File: src/rtl/fnd_pkg.sv
package fnd_pkg;
  // Order of the cascaded noise-shaping modulator.
  localparam int ORDER = 3;
  // Offset added to the integer part; a third-order cascade spans -3..+4.
  typedef logic signed [3:0] offset_t;
endpackage

File: src/rtl/fnd_accum.sv
// One modulo-M accumulator stage: residue register, carry on wrap.
module fnd_accum #(
  parameter int W = 12
) (
  input  logic         clk,
  input  logic         rst,
  input  logic         step,
  input  logic         clear,
  input  logic [W-1:0] addend,
  input  logic [W-1:0] modulus,
  output logic [W-1:0] residue_next,
  output logic         carry
);
  logic [W-1:0] residue_q;
  logic [W:0]   sum;

  always_comb begin
    sum   = {1'b0, residue_q} + {1'b0, addend};
    carry = (sum >= {1'b0, modulus});
    if (carry) residue_next = W'(sum - {1'b0, modulus});
    else       residue_next = sum[W-1:0];
  end

  always_ff @(posedge clk) begin
    if (rst)        residue_q <= '0;
    else if (step) begin
      if (clear)    residue_q <= '0;
      else          residue_q <= residue_next;
    end
  end
endmodule

File: src/rtl/fnd_mash.sv
// Three cascaded accumulators with a difference network cancelling the
// quantisation error of the first two stages.
module fnd_mash
  import fnd_pkg::*;
#(
  parameter int MOD_W = 12
) (
  input  logic             clk,
  input  logic             rst,
  input  logic             step,
  input  logic             clear,
  input  logic [MOD_W-1:0] frac,
  input  logic [MOD_W-1:0] modulus,
  output offset_t          offset
);
  logic [MOD_W-1:0] addend [ORDER];
  logic [MOD_W-1:0] nxt    [ORDER];
  logic [ORDER-1:0] carry;
  logic             c2_d1, c3_d1, c3_d2;
  logic [3:0]       raw;

  for (genvar s = 0; s < ORDER; s++) begin : g_stage
    if (s == 0) begin : g_head
      assign addend[s] = frac;
    end else begin : g_tail
      assign addend[s] = nxt[s-1];
    end
    fnd_accum #(.W(MOD_W)) u_acc (
      .clk          (clk),
      .rst          (rst),
      .step         (step),
      .clear        (clear),
      .addend       (addend[s]),
      .modulus      (modulus),
      .residue_next (nxt[s]),
      .carry        (carry[s])
    );
  end

  // First difference on stage two, second difference on stage three.
  always_comb begin
    raw = 4'(carry[0]) + 4'(carry[1]) - 4'(c2_d1)
        + 4'(carry[2]) - 4'({c3_d1, 1'b0}) + 4'(c3_d2);
    offset = offset_t'(raw);
  end

  always_ff @(posedge clk) begin
    if (rst) begin
      c2_d1 <= 1'b0;
      c3_d1 <= 1'b0;
      c3_d2 <= 1'b0;
    end else if (step) begin
      if (clear) begin
        c2_d1 <= 1'b0;
        c3_d1 <= 1'b0;
        c3_d2 <= 1'b0;
      end else begin
        c2_d1 <= carry[1];
        c3_d1 <= carry[2];
        c3_d2 <= c3_d1;
      end
    end
  end
endmodule

File: src/rtl/fnd_div_counter.sv
// Programmable down-counter over feedback ticks. The first cycle after reset
// primes it; afterwards each completed division reloads it.
module fnd_div_counter #(
  parameter int W = 16
) (
  input  logic         clk,
  input  logic         rst,
  input  logic         tick,
  input  logic [W-1:0] next_len,
  output logic         adv,
  output logic         primed,
  output logic         div_pulse,
  output logic [W-1:0] div_len
);
  logic [W-1:0] remain_q;
  logic         finish;

  always_comb begin
    finish = primed && tick && (remain_q == W'(1));
    adv    = !primed || finish;
  end

  always_ff @(posedge clk) begin
    if (rst) begin
      primed    <= 1'b0;
      remain_q  <= '0;
      div_len   <= '0;
      div_pulse <= 1'b0;
    end else begin
      div_pulse <= finish;
      if (adv) begin
        primed   <= 1'b1;
        remain_q <= next_len;
        div_len  <= next_len;
      end else if (tick) begin
        remain_q <= remain_q - W'(1);
      end
    end
  end
endmodule

File: src/rtl/fracn_fb_divider.sv
module fracn_fb_divider
  import fnd_pkg::*;
#(
  parameter int INT_W = 16,
  parameter int MOD_W = 12
) (
  input  logic             clk,
  input  logic             rst,
  input  logic             tick_direct,
  input  logic             tick_divided,
  input  logic             src_sel,
  input  logic             frac_en,
  input  logic [INT_W-1:0] int_val,
  input  logic [MOD_W-1:0] frac_val,
  input  logic [MOD_W-1:0] mod_val,
  output logic             div_pulse,
  output logic [INT_W-1:0] div_len
);
  localparam int SUM_W = INT_W + 1;

  logic                    tick_sel;
  logic                    bypass;
  logic                    adv;
  logic                    primed;
  offset_t                 mash_off;
  offset_t                 len_off;
  logic signed [SUM_W-1:0] len_wide;
  logic [INT_W-1:0]        next_len;

  assign tick_sel = src_sel ? tick_divided : tick_direct;
  assign bypass   = !frac_en || (frac_val == '0);

  fnd_mash #(.MOD_W(MOD_W)) u_mash (
    .clk     (clk),
    .rst     (rst),
    .step    (adv),
    .clear   (bypass),
    .frac    (frac_val),
    .modulus (mod_val),
    .offset  (mash_off)
  );

  always_comb begin
    len_off  = bypass ? offset_t'(0) : mash_off;
    len_wide = $signed({1'b0, int_val}) + SUM_W'(len_off);
    next_len = len_wide[INT_W-1:0];
  end

  fnd_div_counter #(.W(INT_W)) u_cnt (
    .clk       (clk),
    .rst       (rst),
    .tick      (tick_sel),
    .next_len  (next_len),
    .adv       (adv),
    .primed    (primed),
    .div_pulse (div_pulse),
    .div_len   (div_len)
  );
endmodule

File: config.mk
export PLATFORM = sky130hd
export DESIGN_NAME = fracn_fb_divider
export DESIGN_NICKNAME = d
export VERILOG_FILES = /design/src/rtl/fnd_pkg.sv /design/src/rtl/fnd_accum.sv /design/src/rtl/fnd_mash.sv /design/src/rtl/fnd_div_counter.sv /design/src/rtl/fracn_fb_divider.sv
export SDC_FILE = /design/constraint.sdc
export NUM_CORES = 1
export LEC_CHECK = 0
export ABC_AREA = 1
export CORE_MARGIN = 2
export CORE_UTILIZATION = 35
export CTS_CLUSTER_DIAMETER = 30
export DETAILED_ROUTE_END_ITERATION = 7
export DONT_BUFFER_PORTS = 1
export PLACE_DENSITY = 0.49
export SLEW_MARGIN = 20
export SYNTH_ARGS = -nofsm -noshare
export SYNTH_HDL_FRONTEND = slang
export SYNTH_SLANG_ARGS = --single-unit
File: constraint.sdc
create_clock -name clk -period 32.9 [get_ports clk]
set_input_delay 3.29 -clock clk [delete_from_list [all_inputs] [get_ports clk]]
set_output_delay 3.29 -clock clk [all_outputs]
set_load 0.01 [all_outputs]
# After elaboration in Yosys (flattened, before gate mapping)
# Index checks and enable logic that the tools add are counted.
# classes
n_eq_ne	1
muxes	13
reduce_logical	8
order_cmp	3
addsub	13
# ops
op	n
$mux W12	6
$add A12 B12 Y13	3
$ge A13 B12 Y1	3
$sub A12 B12 Y12	3
$mux W16	2
$add A16 B4 Y16	1
$eq A16 B1 Y1 const B	1
$sub A16 B1 Y16 const B	1
$logic_not A12 Y1	1
$add A4 B1 Y4	2
$mux W1	4
$mux W4	1
$sub A4 B1 Y4	1
$sub A4 B2 Y4	1
$add A1 B1 Y2	1
$logic_and A1 B1 Y1	2
$logic_not A1 Y1	2
$logic_or A1 B1 Y1	2
$reduce_bool A2 Y1	1
# word_totals
output_inout_bits	17
wordCells	48
inputBits	46
regBits	73

# Depth between registers and ports, before layout
# depth
depth_word	14
ltp_mapped	83
ltp_nobuf	80

# Modules after synthesis
# From an unflattened synthesis, not the netlist that was laid out.
# hier_totals
cells_unflattened	1528
hier_area_um2	9629.2
# modules_own_cells
module	n_inst	area_per_inst_um2	cells_each	seq_area_each_um2
fnd_accum at u_mash.g_stage[2].u_acc	1	2322.2	350	240.2
fnd_accum at u_mash.g_stage[1].u_acc	1	2292.2	352	240.2
fnd_accum at u_mash.g_stage[0].u_acc	1	2094.5	350	240.2
fnd_div_counter	1	1721.7	267	680.7
fracn_fb_divider	1	919.6	174	0.0
fnd_mash	1	279.0	35	60.1

# Worst setup path before layout
# OpenSTA, ideal clock, no wires.
# synth_path
path_type	input to register
startpoint	input frac_val[0]
endpoint	register u_cnt.div_len[13]
path_buffers	3
arrival_time_ns	13.579
setup_ns	0.132
required_time_ns	32.768
cell_stages	73
setup_slack_ns	19.189
path_cell_list	ha_1 > inv_1 > fa_1 > nor4_1 > nor2_1 > o21ai_0 > xor2_1 > inv_1 > ha_1 > nand2_1 > o21ai_1 > nand2_1 > nand3_1 > nand2_1 > nand2_2 > buf_2 > nand2_1 > and2_1 > (+37 left out) > ha_1 > fa_1 > inv_1 > ha_1 > inv_1 > ha_1 > nor2_1 > ha_1 > nand3_1 > and2_0 > inv_1 > nand3_1 > o21ai_1 > nand3_1 > nand2_1 > nand2_1 > nand3_1 > a21oi_1
# synth_between
elab_chain_cells	13
elab_cells_between_ends	19
cone_classes	11 x add/sub; 3 x order compare; 3 x mux; 2 x reduce/logical
# synth_lines
item	line	rtl
start, declared	fracn_fb_divider.sv:14	input logic [MOD_W-1:0] frac_val,
$add A12 B12 Y13	fnd_accum.sv:18	sum = {1'b0, residue_q} + {1'b0, addend};
$sub A12 B12 Y12 / $ge A13 B12 Y1 (equally long branches)	fnd_accum.sv:20, fnd_accum.sv:19	
$mux W12	fnd_accum.sv:20	if (carry) residue_next = W'(sum - {1'b0, modulus});
$add A12 B12 Y13	fnd_accum.sv:18	
$sub A12 B12 Y12 / $ge A13 B12 Y1 (equally long branches)	fnd_accum.sv:20, fnd_accum.sv:19	
$mux W12	fnd_accum.sv:20	
$add A12 B12 Y13	fnd_accum.sv:18	
$ge A13 B12 Y1	fnd_accum.sv:19	carry = (sum >= {1'b0, modulus});
$add A4 B1 Y4	fnd_mash.sv:43	+ 4'(carry[2]) - 4'({c3_d1, 1'b0}) + 4'(c3_d2);
$sub A4 B2 Y4	fnd_mash.sv:43	
$add A4 B1 Y4	fnd_mash.sv:43	
$mux W4 *	fracn_fb_divider.sv:44	len_off = bypass ? offset_t'(0) : mash_off;
$add A16 B4 Y16 *	fracn_fb_divider.sv:45	len_wide = $signed({1'b0, int_val}) + SUM_W'(len_off);
end signal, assigned	fnd_div_counter.sv:34	div_len <= next_len;
end, declared	fnd_div_counter.sv:13	output logic [W-1:0] div_len
# Mark *: on every way between the ends. The rest lies on a longest branch, timed or not.
# A chain may end at the register's enable or synchronous reset.

# Final worst setup path
# layout_path
startpoint	input frac_val[0]
endpoint	register u_cnt.remain_q[13]
# layout_between
elab_chain_cells	14
elab_cells_between_ends	20
cone_classes	11 x add/sub; 3 x order compare; 4 x mux; 2 x reduce/logical
# layout_lines
item	line	rtl
$add A12 B12 Y13	fnd_accum.sv:18	
$sub A12 B12 Y12 / $ge A13 B12 Y1 (equally long branches)	fnd_accum.sv:20, fnd_accum.sv:19	
$mux W12	fnd_accum.sv:20	
$add A12 B12 Y13	fnd_accum.sv:18	
$sub A12 B12 Y12 / $ge A13 B12 Y1 (equally long branches)	fnd_accum.sv:20, fnd_accum.sv:19	
$mux W12	fnd_accum.sv:20	
$add A12 B12 Y13	fnd_accum.sv:18	
$ge A13 B12 Y1	fnd_accum.sv:19	
$add A4 B1 Y4	fnd_mash.sv:43	
$sub A4 B2 Y4	fnd_mash.sv:43	
$add A4 B1 Y4	fnd_mash.sv:43	
$mux W4 *	fracn_fb_divider.sv:44	
$add A16 B4 Y16 *	fracn_fb_divider.sv:45	
$mux W16 *	fnd_div_counter.sv:31	if (adv) begin
end signal, assigned	fnd_div_counter.sv:33	remain_q <= next_len;
end signal, assigned	fnd_div_counter.sv:36	remain_q <= remain_q - W'(1);
end, declared	fnd_div_counter.sv:15	logic [W-1:0] remain_q;
# Marks and branches as above.

==> results.toml <==
[clocking]
cts_buffers = 9
insertion_delay_ps = 360
numClockSinks = 73
clkTransAtPathRegs_ps = 70
clockBufferDepth = 2
cts_tree = "yes"
cts_hold_buffers = 0
cts_max_level = 3
post_cts_resized = 0
cts_root_buffer = "clkbuf_16"
postCtsSetupBuffers = 0

[timing]
finalSetupTns_ps = 0
finalWorstSetupSlack_ps = 17630
drv_slew = 0
hold_viol = 0
relSlewSlack_pct = 28.2
worstMarginPinSlew_ps = 1070
fin_crit_sh_pct = 46.4
setup-violations-final = 0
rsz0062_at_grt = "no"
clock_skew_ps = 10.3
min_period_ps = 15270
clock.fmax_ghz = 0.0655

[critical_path]
crit_path_top_delay_cell = "ha_1"
cpPeakStageDelay_ps = 500
required_ps = 33180
r2r-start = "u_mash.g_stage[0].u_acc.residue_q[0]"
r2r_slack_ps = 20220
r2r_end = "u_cnt.remain_q[13]"
worstSetupEndpointType = "flop"
arrival_ps = 15550
crit_path_start_kind = "primary input"
rr_worst_depth = 67
crit_fanout = 16
path_class = "primary input to flop"

[cells_and_area]
syn2layout_area_growth_pct = 5.64
nets = 1308
layout_commonest_cell = "nand2_1"
final_cell_mix = "272 x nand2_1, 141 x inv_1, 129 x a21oi_1"
design_area_um2 = 8250
fillers = 2385
antennaDiodeCount = 0
layout-drive-gt1-share_pct = 6.47

[synthesis]
synth_top_family_by_area = "simple AND/OR/NAND/NOR gates"
synthMuxAreaShare_pct = 0
ys.flop_type = "dfxtp_1"
syn_nets = 1331
synth_fa_ha_area_share_pct = 15.6
ys_types = 50
async_reset_ff_share_pct = 0
synth_xor_area_share_pct = 6.51
yosysWarnings = 0
synth_edf_count = 0
synth_compound_area_share_pct = 16.6
netlist_area_um2 = 7810
syn-instance-count = 1193
synthSimpleGateAreaFrac_pct = 32.8
synth_seq_cells = 73
avgSynthCellArea_um2 = 6.55
synth-seq-area-share_pct = 18.7

[place]
routabilityCongestion = 0.883
dpl_cell_area_um2 = 7970
pre_cts_ws_ps = 17350
portBuffers = 0
dp_hpwl_um = 18600

[grt]
grt_pass1_vias = 7134
antenna_found_initial = 0
grt_max_degree = 74
grt.total_usage_pct = 20.2
grt-ovfl-total = 0
grt_pass1_wl_um = 38100

[outcome]
status = "completed"

[floorplanning]
pin_count = 63
dieWidth_um = 153
start_util_pct = 35.7
fp.dieH_um = 153
core_um2 = 21900
num_rows = 54
die_area_um2 = 23500

[min_path]
min_from = "u_mash.g_stage[0].u_acc.residue_q[9]"
hold-path-endpoint = "u_mash.g_stage[0].u_acc.residue_q[9]"
holdPathStages = 2
hold_class = "flop to flop"

[drt]
drt-pass1-iter-count = 5
drc = 0
vias = 7455
initialDrtViolationCount = 396
routed_via_density = 5.12
wl_per_cell_um = 16.2
postRouteAntennaNets = 0
wl_um = 23600

[job]
maxCapViolCount = 0
cell type report:
type / instances / area (um^2) / share of cell area, %
Sequential cell: 73 / 1460 / 17.7
Clock inverter: 7 / 58.8 / 0.713
Multi-Input combinational cell: 935 / 5580 / 67.7
Clock buffer: 9 / 225 / 2.73
Tap cell: 280 / 350 / 4.25
Inverter: 150 / 563 / 6.83
Timing Repair Buffer: 1 / 7.51 / 0.0910
flip-flops by register name, indices dropped and copies added (netlist names):
name and cells:
u_mash.g_stage.u_acc.residue_q 36, u_mash.c3_d2 1, u_mash.c3_d1 1, u_cnt.div_pulse 1, u_mash.c2_d1 1, u_cnt.div_len 16, u_cnt.remain_q 16, u_cnt.primed 1
synth_stat cells (4+ instances only):
cell type / instances / share of area (%)
nand2_1: 272 / 13
inv_1: 141 / 6.8
a21oi_1: 129 / 8.3
nand3_1: 112 / 7.2
ha_1: 83 / 13
dfxtp_1: 73 / 19
nor2_1: 64 / 3.1
o21ai_0: 53 / 3.4
xor2_1: 37 / 4.1
and2_1: 24 / 1.9
xnor2_1: 21 / 2.4
nand4_1: 15 / 1.2
nand2_2: 14 / 1.1
nand3b_1: 14 / 1.3
buf_2: 12 / 0.77
clkbuf_1: 11 / 0.53
nor3_1: 11 / 0.70
fa_1: 9 / 2.3
inv_2: 9 / 0.43
o41ai_1: 8 / 0.90
o21ai_1: 7 / 0.45
buf_6: 6 / 0.87
o21ai_2: 6 / 0.67
o21bai_1: 6 / 0.58
nor2_2: 5 / 0.40
nor3_2: 5 / 0.64
a31oi_1: 4 / 0.32
nor2_4: 4 / 0.58
or2_2: 4 / 0.32
per-stage QoR:
stage               std cells  util [%]  hold slack, ps
CTS                      1455      37.7             466
finish                   1455      37.7             465
floorplan                1193         -             445
global placement         1439      36.4             452
global route             1455      37.7             483
detailed placement       1439      36.4             456
cell families after synthesis:
family	count (synthesis)
flops	73
compound gates	231
fa+ha+maj	92
buf+inv	185
xor+xnor	58
simple gates	554
how the worst max path moves through the flow:
stage | slack, ps | start | cells past startpoint | endpoint
6_report | 17630 | frac_val[0] | 67 | u_cnt.remain_q[13]
5_1_grt | 16410 | frac_val[0] | 69 | u_cnt.div_len[11]
4_1_cts | 17670 | frac_val[0] | 69 | u_cnt.remain_q[11]
3_5_place_dp | 17350 | frac_val[0] | 69 | u_cnt.remain_q[11]
3_3_place_gp | 17640 | frac_val[0] | 69 | u_cnt.remain_q[11]
2_1_floorplan | 19190 | frac_val[0] | 73 | u_cnt.div_len[13]
worst max-delay path: cells and delay by family:
family                   cells  cell delay, ps
XOR/XNOR                     3             600
adder cells (fa/ha/maj)     13            4090
AND/OR/NAND/NOR             28            4300
buffers and inverters        8             560
AO/OA/AOI/OAI               15            2700
routing by layer:
layer / GRT usage (%) / vias to the layer above / part of all wire [%]
li1: - / 3917 / -
met1: 26.7 / 3378 / 48
met2: 33.9 / 134 / 46
met3: 3.52 / 26 / 3.9
met4: 5.37 / 0 / 1.7
met5: 0 / - / 0
Power is not shown: default switching activity piles up to over one toggle a cycle in this logic, so the estimate is an artifact.
